File: src/rtl/mdrop_rx_pkg.sv
package mdrop_rx_pkg;

  typedef enum logic [2:0] {
    ST_IDLE,
    ST_START,
    ST_DATA,
    ST_NINTH,
    ST_STOP
  } rxState_t;

  // Strobes from the sequencer to the datapath, all single-cycle.
  typedef struct packed {
    logic idle;     // sequencer waiting for a start edge
    logic sample;   // take one vote sample of the line
    logic bitEnd;   // last tick of the current bit
    logic shift;    // voted bit is a data bit
    logic load9;    // voted bit is the ninth bit
    logic finish;   // voted bit is the stop bit, decide the frame
  } rxStrobe_t;

endpackage

File: src/rtl/mdrop_rx_ctrl.sv
module mdrop_rx_ctrl
  import mdrop_rx_pkg::*;
#(
  parameter int DATA_W = 8,
  parameter int OVS    = 16
) (
  input  logic      clk,
  input  logic      rstN,
  input  logic      baudTick,
  input  logic      lineSync,
  input  logic      voteBit,
  input  logic      nineBitMode,
  output rxStrobe_t strobe
);

  localparam int CNT_W = $clog2(OVS);
  localparam int IDX_W = (DATA_W > 1) ? $clog2(DATA_W) : 1;
  localparam int MID   = OVS / 2;

  rxState_t         state;
  logic [CNT_W-1:0] ovsCnt;
  logic [IDX_W-1:0] bitIdx;
  logic             tickLast;
  logic             inWindow;
  logic             busy;

  assign busy     = (state != ST_IDLE);
  assign tickLast = baudTick && (int'(ovsCnt) == OVS - 1);
  assign inWindow = (int'(ovsCnt) >= MID - 1) && (int'(ovsCnt) <= MID + 1);

  always_comb begin
    strobe        = '0;
    strobe.idle   = !busy;
    strobe.sample = busy && baudTick && inWindow;
    strobe.bitEnd = busy && tickLast;
    strobe.shift  = tickLast && (state == ST_DATA);
    strobe.load9  = tickLast && (state == ST_NINTH);
    strobe.finish = tickLast && (state == ST_STOP);
  end

  always_ff @(posedge clk) begin
    if (!rstN) begin
      state  <= ST_IDLE;
      ovsCnt <= '0;
      bitIdx <= '0;
    end else if (!busy) begin
      bitIdx <= '0;
      if (baudTick && !lineSync) begin
        // the detecting tick is tick 0 of the start bit
        state  <= ST_START;
        ovsCnt <= CNT_W'(1);
      end else begin
        ovsCnt <= '0;
      end
    end else if (baudTick) begin
      ovsCnt <= tickLast ? '0 : ovsCnt + CNT_W'(1);
      if (tickLast) begin
        unique case (state)
          ST_START: state <= voteBit ? ST_IDLE : ST_DATA;
          ST_DATA: begin
            if (bitIdx == IDX_W'(DATA_W - 1)) begin
              state <= nineBitMode ? ST_NINTH : ST_STOP;
            end
            bitIdx <= bitIdx + IDX_W'(1);
          end
          ST_NINTH: state <= ST_STOP;
          ST_STOP:  state <= ST_IDLE;
          default:  state <= ST_IDLE;
        endcase
      end
    end
  end

endmodule

File: src/rtl/mdrop_rx_dpath.sv
module mdrop_rx_dpath
  import mdrop_rx_pkg::*;
#(
  parameter int DATA_W      = 8,
  parameter int SYNC_STAGES = 2
) (
  input  logic              clk,
  input  logic              rstN,
  input  logic              rxLine,
  input  rxStrobe_t         strobe,
  input  logic              nineBitMode,
  input  logic              mpEnable,
  input  logic [DATA_W-1:0] nodeAddr,
  input  logic [DATA_W-1:0] nodeMask,
  output logic              lineSync,
  output logic              voteBit,
  output logic [DATA_W-1:0] rxData,
  output logic              rxBit9,
  output logic              rxDone,
  output logic              frameErr
);

  logic [SYNC_STAGES-1:0] syncQ;
  logic [1:0]             voteCnt;
  logic [DATA_W-1:0]      shiftQ;
  logic                   ninthQ;
  logic [DATA_W-1:0]      givenOk;
  logic [DATA_W-1:0]      bcastOk;
  logic                   addrHit;
  logic                   flagBit;
  logic                   accept;

  // line synchronizer, idle high after reset
  always_ff @(posedge clk) begin
    if (!rstN) syncQ <= '1;
    else       syncQ <= {syncQ[SYNC_STAGES-2:0], rxLine};
  end
  assign lineSync = syncQ[SYNC_STAGES-1];

  // three-sample majority: two or more ones read as 1
  always_ff @(posedge clk) begin
    if (!rstN || strobe.idle || strobe.bitEnd) voteCnt <= '0;
    else if (strobe.sample && lineSync)        voteCnt <= voteCnt + 2'd1;
  end
  assign voteBit = voteCnt[1];

  always_ff @(posedge clk) begin
    if (!rstN) begin
      shiftQ <= '0;
      ninthQ <= 1'b0;
    end else begin
      if (strobe.shift) shiftQ <= {voteBit, shiftQ[DATA_W-1:1]};
      if (strobe.load9) ninthQ <= voteBit;
    end
  end

  // per-bit address compare for individual and broadcast address
  for (genvar i = 0; i < DATA_W; i++) begin : g_cmp
    assign givenOk[i] = !nodeMask[i] || (shiftQ[i] == nodeAddr[i]);
    assign bcastOk[i] = !(nodeAddr[i] || nodeMask[i]) || shiftQ[i];
  end

  assign addrHit = (&givenOk) || (&bcastOk);
  assign flagBit = nineBitMode ? ninthQ : voteBit;
  assign accept  = voteBit && (!mpEnable || (flagBit && addrHit));

  always_ff @(posedge clk) begin
    if (!rstN) begin
      rxData   <= '0;
      rxBit9   <= 1'b0;
      rxDone   <= 1'b0;
      frameErr <= 1'b0;
    end else begin
      rxDone   <= strobe.finish && accept;
      frameErr <= strobe.finish && !voteBit;
      if (strobe.finish && accept) begin
        rxData <= shiftQ;
        rxBit9 <= flagBit;
      end
    end
  end

endmodule

File: src/rtl/mdrop_uart_rx.sv
module mdrop_uart_rx
  import mdrop_rx_pkg::*;
#(
  parameter int DATA_W      = 8,
  parameter int OVS         = 16,
  parameter int SYNC_STAGES = 2
) (
  input  logic              clk,
  input  logic              rstN,
  input  logic              rxLine,
  input  logic              baudTick,
  input  logic              nineBitMode,
  input  logic              mpEnable,
  input  logic [DATA_W-1:0] nodeAddr,
  input  logic [DATA_W-1:0] nodeMask,
  output logic [DATA_W-1:0] rxData,
  output logic              rxBit9,
  output logic              rxDone,
  output logic              frameErr
);

  rxStrobe_t strobe;
  logic      lineSync;
  logic      voteBit;

  mdrop_rx_ctrl #(
    .DATA_W (DATA_W),
    .OVS    (OVS)
  ) u_ctrl (
    .clk         (clk),
    .rstN        (rstN),
    .baudTick    (baudTick),
    .lineSync    (lineSync),
    .voteBit     (voteBit),
    .nineBitMode (nineBitMode),
    .strobe      (strobe)
  );

  mdrop_rx_dpath #(
    .DATA_W      (DATA_W),
    .SYNC_STAGES (SYNC_STAGES)
  ) u_dpath (
    .clk         (clk),
    .rstN        (rstN),
    .rxLine      (rxLine),
    .strobe      (strobe),
    .nineBitMode (nineBitMode),
    .mpEnable    (mpEnable),
    .nodeAddr    (nodeAddr),
    .nodeMask    (nodeMask),
    .lineSync    (lineSync),
    .voteBit     (voteBit),
    .rxData      (rxData),
    .rxBit9      (rxBit9),
    .rxDone      (rxDone),
    .frameErr    (frameErr)
  );

endmodule

File: config.mk
export PLATFORM = sky130hd
export DESIGN_NAME = mdrop_uart_rx
export DESIGN_NICKNAME = d
export VERILOG_FILES = /design/src/rtl/mdrop_rx_pkg.sv /design/src/rtl/mdrop_rx_ctrl.sv /design/src/rtl/mdrop_rx_dpath.sv /design/src/rtl/mdrop_uart_rx.sv
export SDC_FILE = /design/constraint.sdc
export NUM_CORES = 1
export LEC_CHECK = 0
export BUFFER_PORTS_ARGS = -buffer_cell sky130_fd_sc_hd__buf_2
export CAP_MARGIN = 30
export CELL_PAD_IN_SITES_DETAIL_PLACEMENT = 0
export CELL_PAD_IN_SITES_GLOBAL_PLACEMENT = 1
export CORE_MARGIN = 1.5
export CORE_UTILIZATION = 32
export CTS_BUF_LIST = sky130_fd_sc_hd__clkbuf_8
export CTS_CLUSTER_SIZE = 40
export DETAILED_ROUTE_END_ITERATION = 8
export PLACE_DENSITY_LB_ADDON = 0.1
export SLEW_MARGIN = 20
export SYNTH_ARGS = -nofsm -noshare
export SYNTH_HDL_FRONTEND = slang
export SYNTH_HIERARCHICAL = 1
export SYNTH_SLANG_ARGS = --single-unit
File: constraint.sdc
create_clock -name clk -period 1.8 [get_ports clk]
set_input_delay 0 -clock clk [delete_from_list [all_inputs] [get_ports clk]]
set_output_delay 0 -clock clk [all_outputs]
set_load 0.02 [all_outputs]
==> metrics.csv, run 1 <==
metric;value;unit
count of inserted antenna diode cells;0;
Final Max Slew Viols;0;
number of port buffers;32;
fraction of synthesis flops using an asynchronous set or reset pin;0;
worst endpoint required time;2.01;ns
post-CTS repair timing setup buffer count;0;
setup slack of the most critical reg-to-reg path;0.01;ns
overall routed net length;4000;um
Startpoint Class;flop;
number of register bits inferred by synthesis;34;
largest cells by area after synthesis;sky130_fd_sc_hd__dfxtp_1 (38%), sky130_fd_sc_hd__mux2i_1 (12%), sky130_fd_sc_hd__nand2_1 (5.6%);
post-route clock skew;0.00475;ns
area of the die;6130;um^2
layout-stage area growth over the synthesis result;25.0;%
cell count after synthesis;198;
P per Cell Area;631;nW/um^2
post-route minimum period;1.79;ns
cells along the critical path;o22ai_1 > or4_1 > a311oi_2 > buf_4 > mux2i_1;
DIE WIDTH;78.3;um
static power due to leakage;0.911;nW
total power;1.43;mW
peak ir drop on the vdd network;0.277;mV
vias per cell;4.68;
type of the worst setup path;flop to flop;
final HPWL from detailed placement;3040;um
number of distinct library cells after synthesis;46;
CP max stage cell;sky130_fd_sc_hd__or4_1;
ports placed on the boundary;33;
number of antenna violations at the first check in global routing;0;
final design area excluding fillers;2270;um^2
cell area after placement;2130;um^2
Cell Rows;27;
Tightest Hold Check Type;input port to flop;
Syn. warnings;6;
Antenna Violating Nets Remaining;0;
Filler Cells Inserted;574;
most instantiated cells after synthesis;sky130_fd_sc_hd__dfxtp_1 (34), sky130_fd_sc_hd__nand2_1 (27), sky130_fd_sc_hd__mux2i_1 (21);
number of enable-type register cells in the synthesized netlist;0;
ys flop type;sky130_fd_sc_hd__dfxtp_1;
critical path data arrival time;2.00;ns
worst-case headroom to the max-slew limit;0.709;
nets@finish;273;
Detailed Routing Iterations Pass 1;4;
Core Area;5470;um^2
Starting DRT DRC Count;44;
number of buffers added by the clock tree synthesis step;5;
number of maximum-capacitance constraint violations;0;
die height;78.3;um
sequential area share after synthesis;0.375;
PnR worst setup slack;0.0125;ns
top-count cell post-synth;sky130_fd_sc_hd__dfxtp_1;
critical-path maximum fanout;5;
Max Freq;559;MHz
max incr delay on CP;0.52;ns
maximum number of pins on one net before global-route repair;34;
final setup violation count;0;
final RePlAce weighted congestion;0.810;
fraction of synthesized cell area taken by the top area cell type;0.375;
via count of the first global-routing pass;1509;
Clock Sink Count;34;
All-Layer GR Usage;0.143;
H-tree lvl count;2;
clock insertion delay at the later pin of the skew report;0.28;ns
root cell of the clock tree;sky130_fd_sc_hd__clkbuf_8;
number of hold violations in the final report;0;
effective utilization at floorplan;0.332;
period utilization;0.993;
syn_nets;225;
clock buffer depth;2;
leading area contributor after synthesis;sky130_fd_sc_hd__dfxtp_1;
cell area after technology mapping;1810;um^2
slew at the pin with the worst max-slew slack;0.437;ns
RSZ-0062 raised after global routing;yes;
critical path endpoint category;flop;
worst setup slack before clock tree synthesis;-0.0367;ns
Via Count;1492;
CTS tree;built;
fraction of final layout cells with drive strength greater than 1;0.304;
remaining routing DRC violations;0;
core occupancy in the finished layout;0.414;
outcome;finished, final reports clean;
wire length of the first global-routing pass;6870;um
Syn Area/Cell;9.16;um^2
Clock Pin Slew Worst Setup and Hold Paths;0.07;ns
worst slack on hold paths;0.00479;ns
detail-routed net length per standard cell;12.5;um
grt ovf;0;
report_power, final:
part	switching [mW]	internal (mW)
Combinational	0.0489	0.0472
Clock	0.271	0.303
Sequential	0.00551	0.756
Total	0.326	1.11
state kept, by name (all words and copies together) (netlist names):
name,flops
u_dpath/ninthQ,1
u_dpath/voteCnt,2
u_dpath/syncQ,2
u_dpath/rxDone,1
u_dpath/rxData,8
u_dpath/frameErr,1
u_ctrl/ovsCnt,4
u_dpath/shiftQ,8
u_dpath/rxBit9,1
u_ctrl/state,3
u_ctrl/bitIdx,3
repair_timing:
action                                 in CTS  in global routing
hold buffers                                1                  0
setup endpoints to repair                   9                 10
endpoints found under the hold margin       1                  0
pin swaps                                   1                  0
gates cloned                                1                  0
resized for setup                           4                  3
logic make-up after synthesis:
logic type / after synthesis / synth area share
AND/OR/NAND/NOR: 87 / 0.263
flip-flops: 34 / 0.375
AO/OA/AOI/OAI: 25 / 0.103
multiplexers: 22 / 0.122
buffers and inverters: 14 / 0.0483
XOR/XNOR: 11 / 0.0531
adder cells (fa/ha/maj): 5 / 0.0345
cell type report:
class                           instances  area (um^2)  area share
Multi-Input combinational cell        150         1070       0.473
Sequential cell                        34          684       0.302
Timing Repair Buffer                   51          309       0.136
Tap cell                               72         90.1      0.0397
Clock buffer                            6         82.6      0.0364
Inverter                                4         20.0     0.00883
Clock inverter                          2         8.76     0.00386
through the flow:
step           setup TNS [ns]  std cells
6_report                    0        319
5_1_grt                -0.487        319
4_1_cts                     0        319
3_5_place_dp           -0.211        309
3_3_place_gp                0        309
2_1_floorplan               0        198
worst paths after layout:
| path | depth (start not counted) | startpoint | endpoint |
|---|---|---|---|
| worst max register to register | 5 | u_dpath/shiftQ[3] | u_dpath/rxData[6] |
| worst min-delay path | 2 | rstN | u_dpath/syncQ[0] |
| worst max-delay path | 5 | u_dpath/shiftQ[3] | u_dpath/rxData[6] |
| worst min register to register | 1 | u_dpath/syncQ[0] | u_dpath/syncQ[1] |
layer usage:
layer | up-vias | routed length [um] | track usage
li1 | 776 | - | -
met1 | 687 | 1750 | 0.160
met2 | 24 | 2070 | 0.266
met3 | 5 | 127 | 0.0314
met4 | 0 | 57 | 0.0482
met5 | - | 0 | 0
cell usage in the layout (no fill, tap or decap), types with 3 or more instances in the layout:
master                     netlist  routed
sky130_fd_sc_hd__xor2_1         11      11
sky130_fd_sc_hd__inv_1           3       4
sky130_fd_sc_hd__buf_4           3      17
sky130_fd_sc_hd__a21boi_1        3       3
sky130_fd_sc_hd__o22ai_1         5       5
sky130_fd_sc_hd__buf_2           0      32
sky130_fd_sc_hd__clkbuf_8        0       6
sky130_fd_sc_hd__and2_1          3       3
sky130_fd_sc_hd__nand2b_1        3       3
sky130_fd_sc_hd__nor2b_1        10      10
sky130_fd_sc_hd__a22oi_1         4       4
sky130_fd_sc_hd__ha_1            5       4
sky130_fd_sc_hd__nor2_1         19      19
sky130_fd_sc_hd__dfxtp_1        34      31
sky130_fd_sc_hd__nand2_1        27      27
sky130_fd_sc_hd__o21ai_0         4       4
sky130_fd_sc_hd__mux2i_1        21      21
sky130_fd_sc_hd__and3_1          3       3
sky130_fd_sc_hd__dfxtp_2         0       3
worst max-delay path, delay by kind of cell, from the launching register on:
family,cells,cell delay [ns]
AND/OR/NAND/NOR,1,0.52
flip-flops,1,0.37
buffers and inverters,1,0.22
AO/OA/AOI/OAI,2,0.44
multiplexers,1,0.17
Power figures use the tool's default switching activity.
==> inputs of run 2 (changes only) <==
--- a/config.mk
+++ b/config.mk
@@ -14,9 +14,8 @@
 export CTS_BUF_LIST = sky130_fd_sc_hd__clkbuf_8
 export CTS_CLUSTER_SIZE = 40
 export DETAILED_ROUTE_END_ITERATION = 8
-export PLACE_DENSITY_LB_ADDON = 0.1
+export PLACE_DENSITY_LB_ADDON = 0.3
 export SLEW_MARGIN = 20
 export SYNTH_ARGS = -nofsm -noshare
 export SYNTH_HDL_FRONTEND = slang
-export SYNTH_HIERARCHICAL = 1
 export SYNTH_SLANG_ARGS = --single-unit
==> metrics.csv, run 2 <==
metric;value;unit;change
number of register bits inferred by synthesis;34;;unchanged
post-route minimum period;1.71;ns;-0.0738 ns
final HPWL from detailed placement;2710;um;-11%
largest delay contributor family on the critical path;simple AND/OR/NAND/NOR gates;;
cell count after synthesis;187;;-5.6%
die height;75.8;um;-3.2%
final setup violation count;0;;unchanged
fraction of synthesized cell area taken by the top area cell type;0.401;;+0.0260
post-route clock skew;0.00440;ns;-0.000355 ns
Detailed Routing Iterations Pass 1;4;;unchanged
critical-path maximum fanout;4;;-1
RSZ-0062 raised after global routing;yes;;
cells along the critical path;ha_4 > nand4_4 > nor4b_4 > o211ai_1 > a31oi_2 > buf_4 > mux2i_1;;
critical path data arrival time;1.93;ns;-0.07 ns
P per Cell Area;654;nW/um^2;+3.6%
count of inserted antenna diode cells;0;;unchanged
type of the worst setup path;flop to flop;;
Tightest Hold Check Type;input port to flop;;
max incr delay on CP;0.36;ns;-0.16 ns
Clock Sink Count;34;;unchanged
CTS tree;built;;
final design area excluding fillers;2200;um^2;-3.2%
All-Layer GR Usage;0.141;;-0.00177
PnR worst setup slack;0.0863;ns;+0.0738 ns
most instantiated cells after synthesis;sky130_fd_sc_hd__dfxtp_1 (34), sky130_fd_sc_hd__nand2_1 (26), sky130_fd_sc_hd__mux2i_1 (23);;
nets@finish;265;;-2.9%
root cell of the clock tree;sky130_fd_sc_hd__clkbuf_8;;
clock insertion delay at the later pin of the skew report;0.29;ns;about the same
Max Freq;584;MHz;+4.3%
DIE WIDTH;75.8;um;-3.2%
top-count cell post-synth;sky130_fd_sc_hd__dfxtp_1;;
Antenna Violating Nets Remaining;0;;unchanged
ports placed on the boundary;33;;unchanged
worst setup slack before clock tree synthesis;0.00915;ns;+0.0459 ns
Syn Area/Cell;9.07;um^2;-0.98%
layout-stage area growth over the synthesis result;29.4;%;
outcome;finished, final reports clean;;
final RePlAce weighted congestion;0.746;;-7.9%
grt ovf;0;;unchanged
syn_nets;214;;-4.9%
wire length of the first global-routing pass;5990;um;-13%
setup slack of the most critical reg-to-reg path;0.09;ns;+0.07 ns
launching point of the worst reg2reg path;u_ctrl.ovsCnt[1];;
effective utilization at floorplan;0.332;;+0.000686
cell area after placement;2040;um^2;-4.3%
cell depth of the worst flop-to-flop path;7;;+2
sequential area share after synthesis;0.401;;+0.0260
most frequent cells in the layout;sky130_fd_sc_hd__buf_2 (32), sky130_fd_sc_hd__dfxtp_1 (32), sky130_fd_sc_hd__nand2_1 (26);;
Startpoint Class;flop;;
Placed Instances;298;;-3.6%
Clock Pin Slew Worst Setup and Hold Paths;0.07;ns;about the same
post-CTS repair timing setup buffer count;0;;unchanged
Hold Crit Endpoint;u_ctrl.ovsCnt[1];;
capturing point of the worst reg2reg path;u_dpath.rxData[5];;
via count of the first global-routing pass;1275;;-16%
number of distinct library cells after synthesis;35;;-24%
ys flop type;sky130_fd_sc_hd__dfxtp_1;;
slew at the pin with the worst max-slew slack;0.393;ns;-0.0439 ns
fraction of synthesis flops using an asynchronous set or reset pin;0;;unchanged
remaining routing DRC violations;0;;unchanged
worst endpoint required time;2.02;ns;about the same
period utilization;0.952;;-0.0410
static power due to leakage;0.891;nW;-2.2%
overall routed net length;3720;um;-7.0%
Cell Rows;26;;-3.7%
Starting DRT DRC Count;28;;-36%
number of enable-type register cells in the synthesized netlist;0;;unchanged
fraction of final layout cells with drive strength greater than 1;0.272;;-0.0317
Hold Path Cell Cnt;3;;+1
number of port buffers;32;;unchanged
area of the die;5750;um^2;-6.2%
number of antenna violations at the first check in global routing;0;;unchanged
detail-routed net length per standard cell;12.0;um;-4.0%
maximum number of pins on one net before global-route repair;32;;-5.9%
total power;1.44;mW;+0.32%
largest registers;u_dpath.rxData: 8 flops, u_dpath.shiftQ: 8 flops, u_ctrl.ovsCnt: 4 flops;;
peak ir drop on the vdd network;0.355;mV;+28%
Worst Hold Launch;baudTick;;
CP max stage cell;sky130_fd_sc_hd__dfxtp_2;;
Final Max Slew Viols;0;;unchanged
worst slack on hold paths;0.110;ns;+0.105 ns
count of non-filler cells in the finished layout;309;;-3.1%
cell area after technology mapping;1700;um^2;-6.5%
worst path bufs/invs;1;;unchanged
H-tree lvl count;2;;unchanged
leading area contributor after synthesis;sky130_fd_sc_hd__dfxtp_1;;
Syn. warnings;0;;-6
largest cells by area after synthesis;sky130_fd_sc_hd__dfxtp_1 (40%), sky130_fd_sc_hd__mux2i_1 (14%), sky130_fd_sc_hd__nand2_1 (5.8%);;
critical path endpoint category;flop;;
Via Count;1394;;-6.6%
vias per cell;4.51;;-3.5%
number of buffers added by the clock tree synthesis step;5;;unchanged
number of maximum-capacitance constraint violations;0;;unchanged
clock buffer depth;2;;unchanged
Core Area;5110;um^2;-6.7%
worst-case headroom to the max-slew limit;0.738;;+0.0293
number of hold violations in the final report;0;;unchanged
-- run 2: changes by cell type after synthesis, sizes merged, moves of 3 or more --
cell    previous run  this run
nor2b             10        14
and3               5         1
o21ai              6         0
and2               4         1
a21boi             3         0
-- run 2: cells by family (layout without fill, tap and decap cells) --
group / count (synthesis) / count (layout) / share of synthesized area
AO/OA/AOI/OAI: 18 / 18 / 0.0745
XOR/XNOR: 12 / 12 / 0.0619
buffers and inverters: 12 / 64 / 0.0347
adder cells (fa/ha/maj): 5 / 5 / 0.0369
AND/OR/NAND/NOR: 82 / 82 / 0.249
flip-flops: 34 / 34 / 0.401
multiplexers: 24 / 24 / 0.142
-- run 2: power breakdown --
part | internal [mW] | total (mW) | switching, mW
Clock | 0.303 | 0.580 | 0.278
Combinational | 0.0473 | 0.0956 | 0.0483
Sequential | 0.756 | 0.760 | 0.00441
Total | 1.11 | 1.44 | 0.330
-- run 2: worst max path at each step --
stage | from | to | slack (ns) | cells past startpoint
global placement | u_ctrl.ovsCnt[1] | u_dpath.rxData[6] | 0.06 | 7
detailed placement | u_ctrl.ovsCnt[1] | u_dpath.rxData[1] | 0.009 | 7
CTS | u_ctrl.ovsCnt[1] | u_dpath.rxData[4] | 0.007 | 7
finish | u_ctrl.ovsCnt[1] | u_dpath.rxData[5] | 0.09 | 7
floorplan | u_ctrl.ovsCnt[0] | u_dpath.rxBit9 | 0.09 | 7
global route | u_ctrl.ovsCnt[1] | u_dpath.rxData[2] | -0.08 | 7
-- run 2: cell type report --
class	instances	area (um^2)
sequential	34	683
tap	70	87.6
multi-input combinational	141	985
clock buffer	6	82.6
clock inverter	2	8.76
fill	538	2910
timing repair buffer	52	334
inverter	4	15.0
-- run 2: repair_timing --
item                                   in CTS  in global routing
pin swaps                                   0                  3
gates resized for setup                     1                  6
hold buffers                                3                  0
endpoints found under the hold margin       2                  0
setup endpoints to repair                   5                 11
-- run 2: routing by layer --
| layer | track usage | vias to the layer above | wire (um) |
|---|---|---|---|
| met5 | 0 | - | 0 |
| met4 | 0.0476 | 0 | 47 |
| met3 | 0.0463 | 6 | 151 |
| met2 | 0.219 | 22 | 1720 |
| met1 | 0.185 | 628 | 1800 |
| li1 | - | 738 | - |
-- run 2: tightest hold or removal path, delay by kind of cell --
| family | cells | cell delay [ns] |
|---|---|---|
| buf+inv | 1 | 0.19 |
| mux | 1 | 0.10 |
| simple gates | 1 | 0.07 |
-- run 2: through the flow --
stage	util	TNS (ns)
3_5_place_dp	0.400	0
2_1_floorplan	-	0
5_1_grt	0.430	-0.398
3_3_place_gp	0.400	0
4_1_cts	0.425	0
6_report	0.430	0
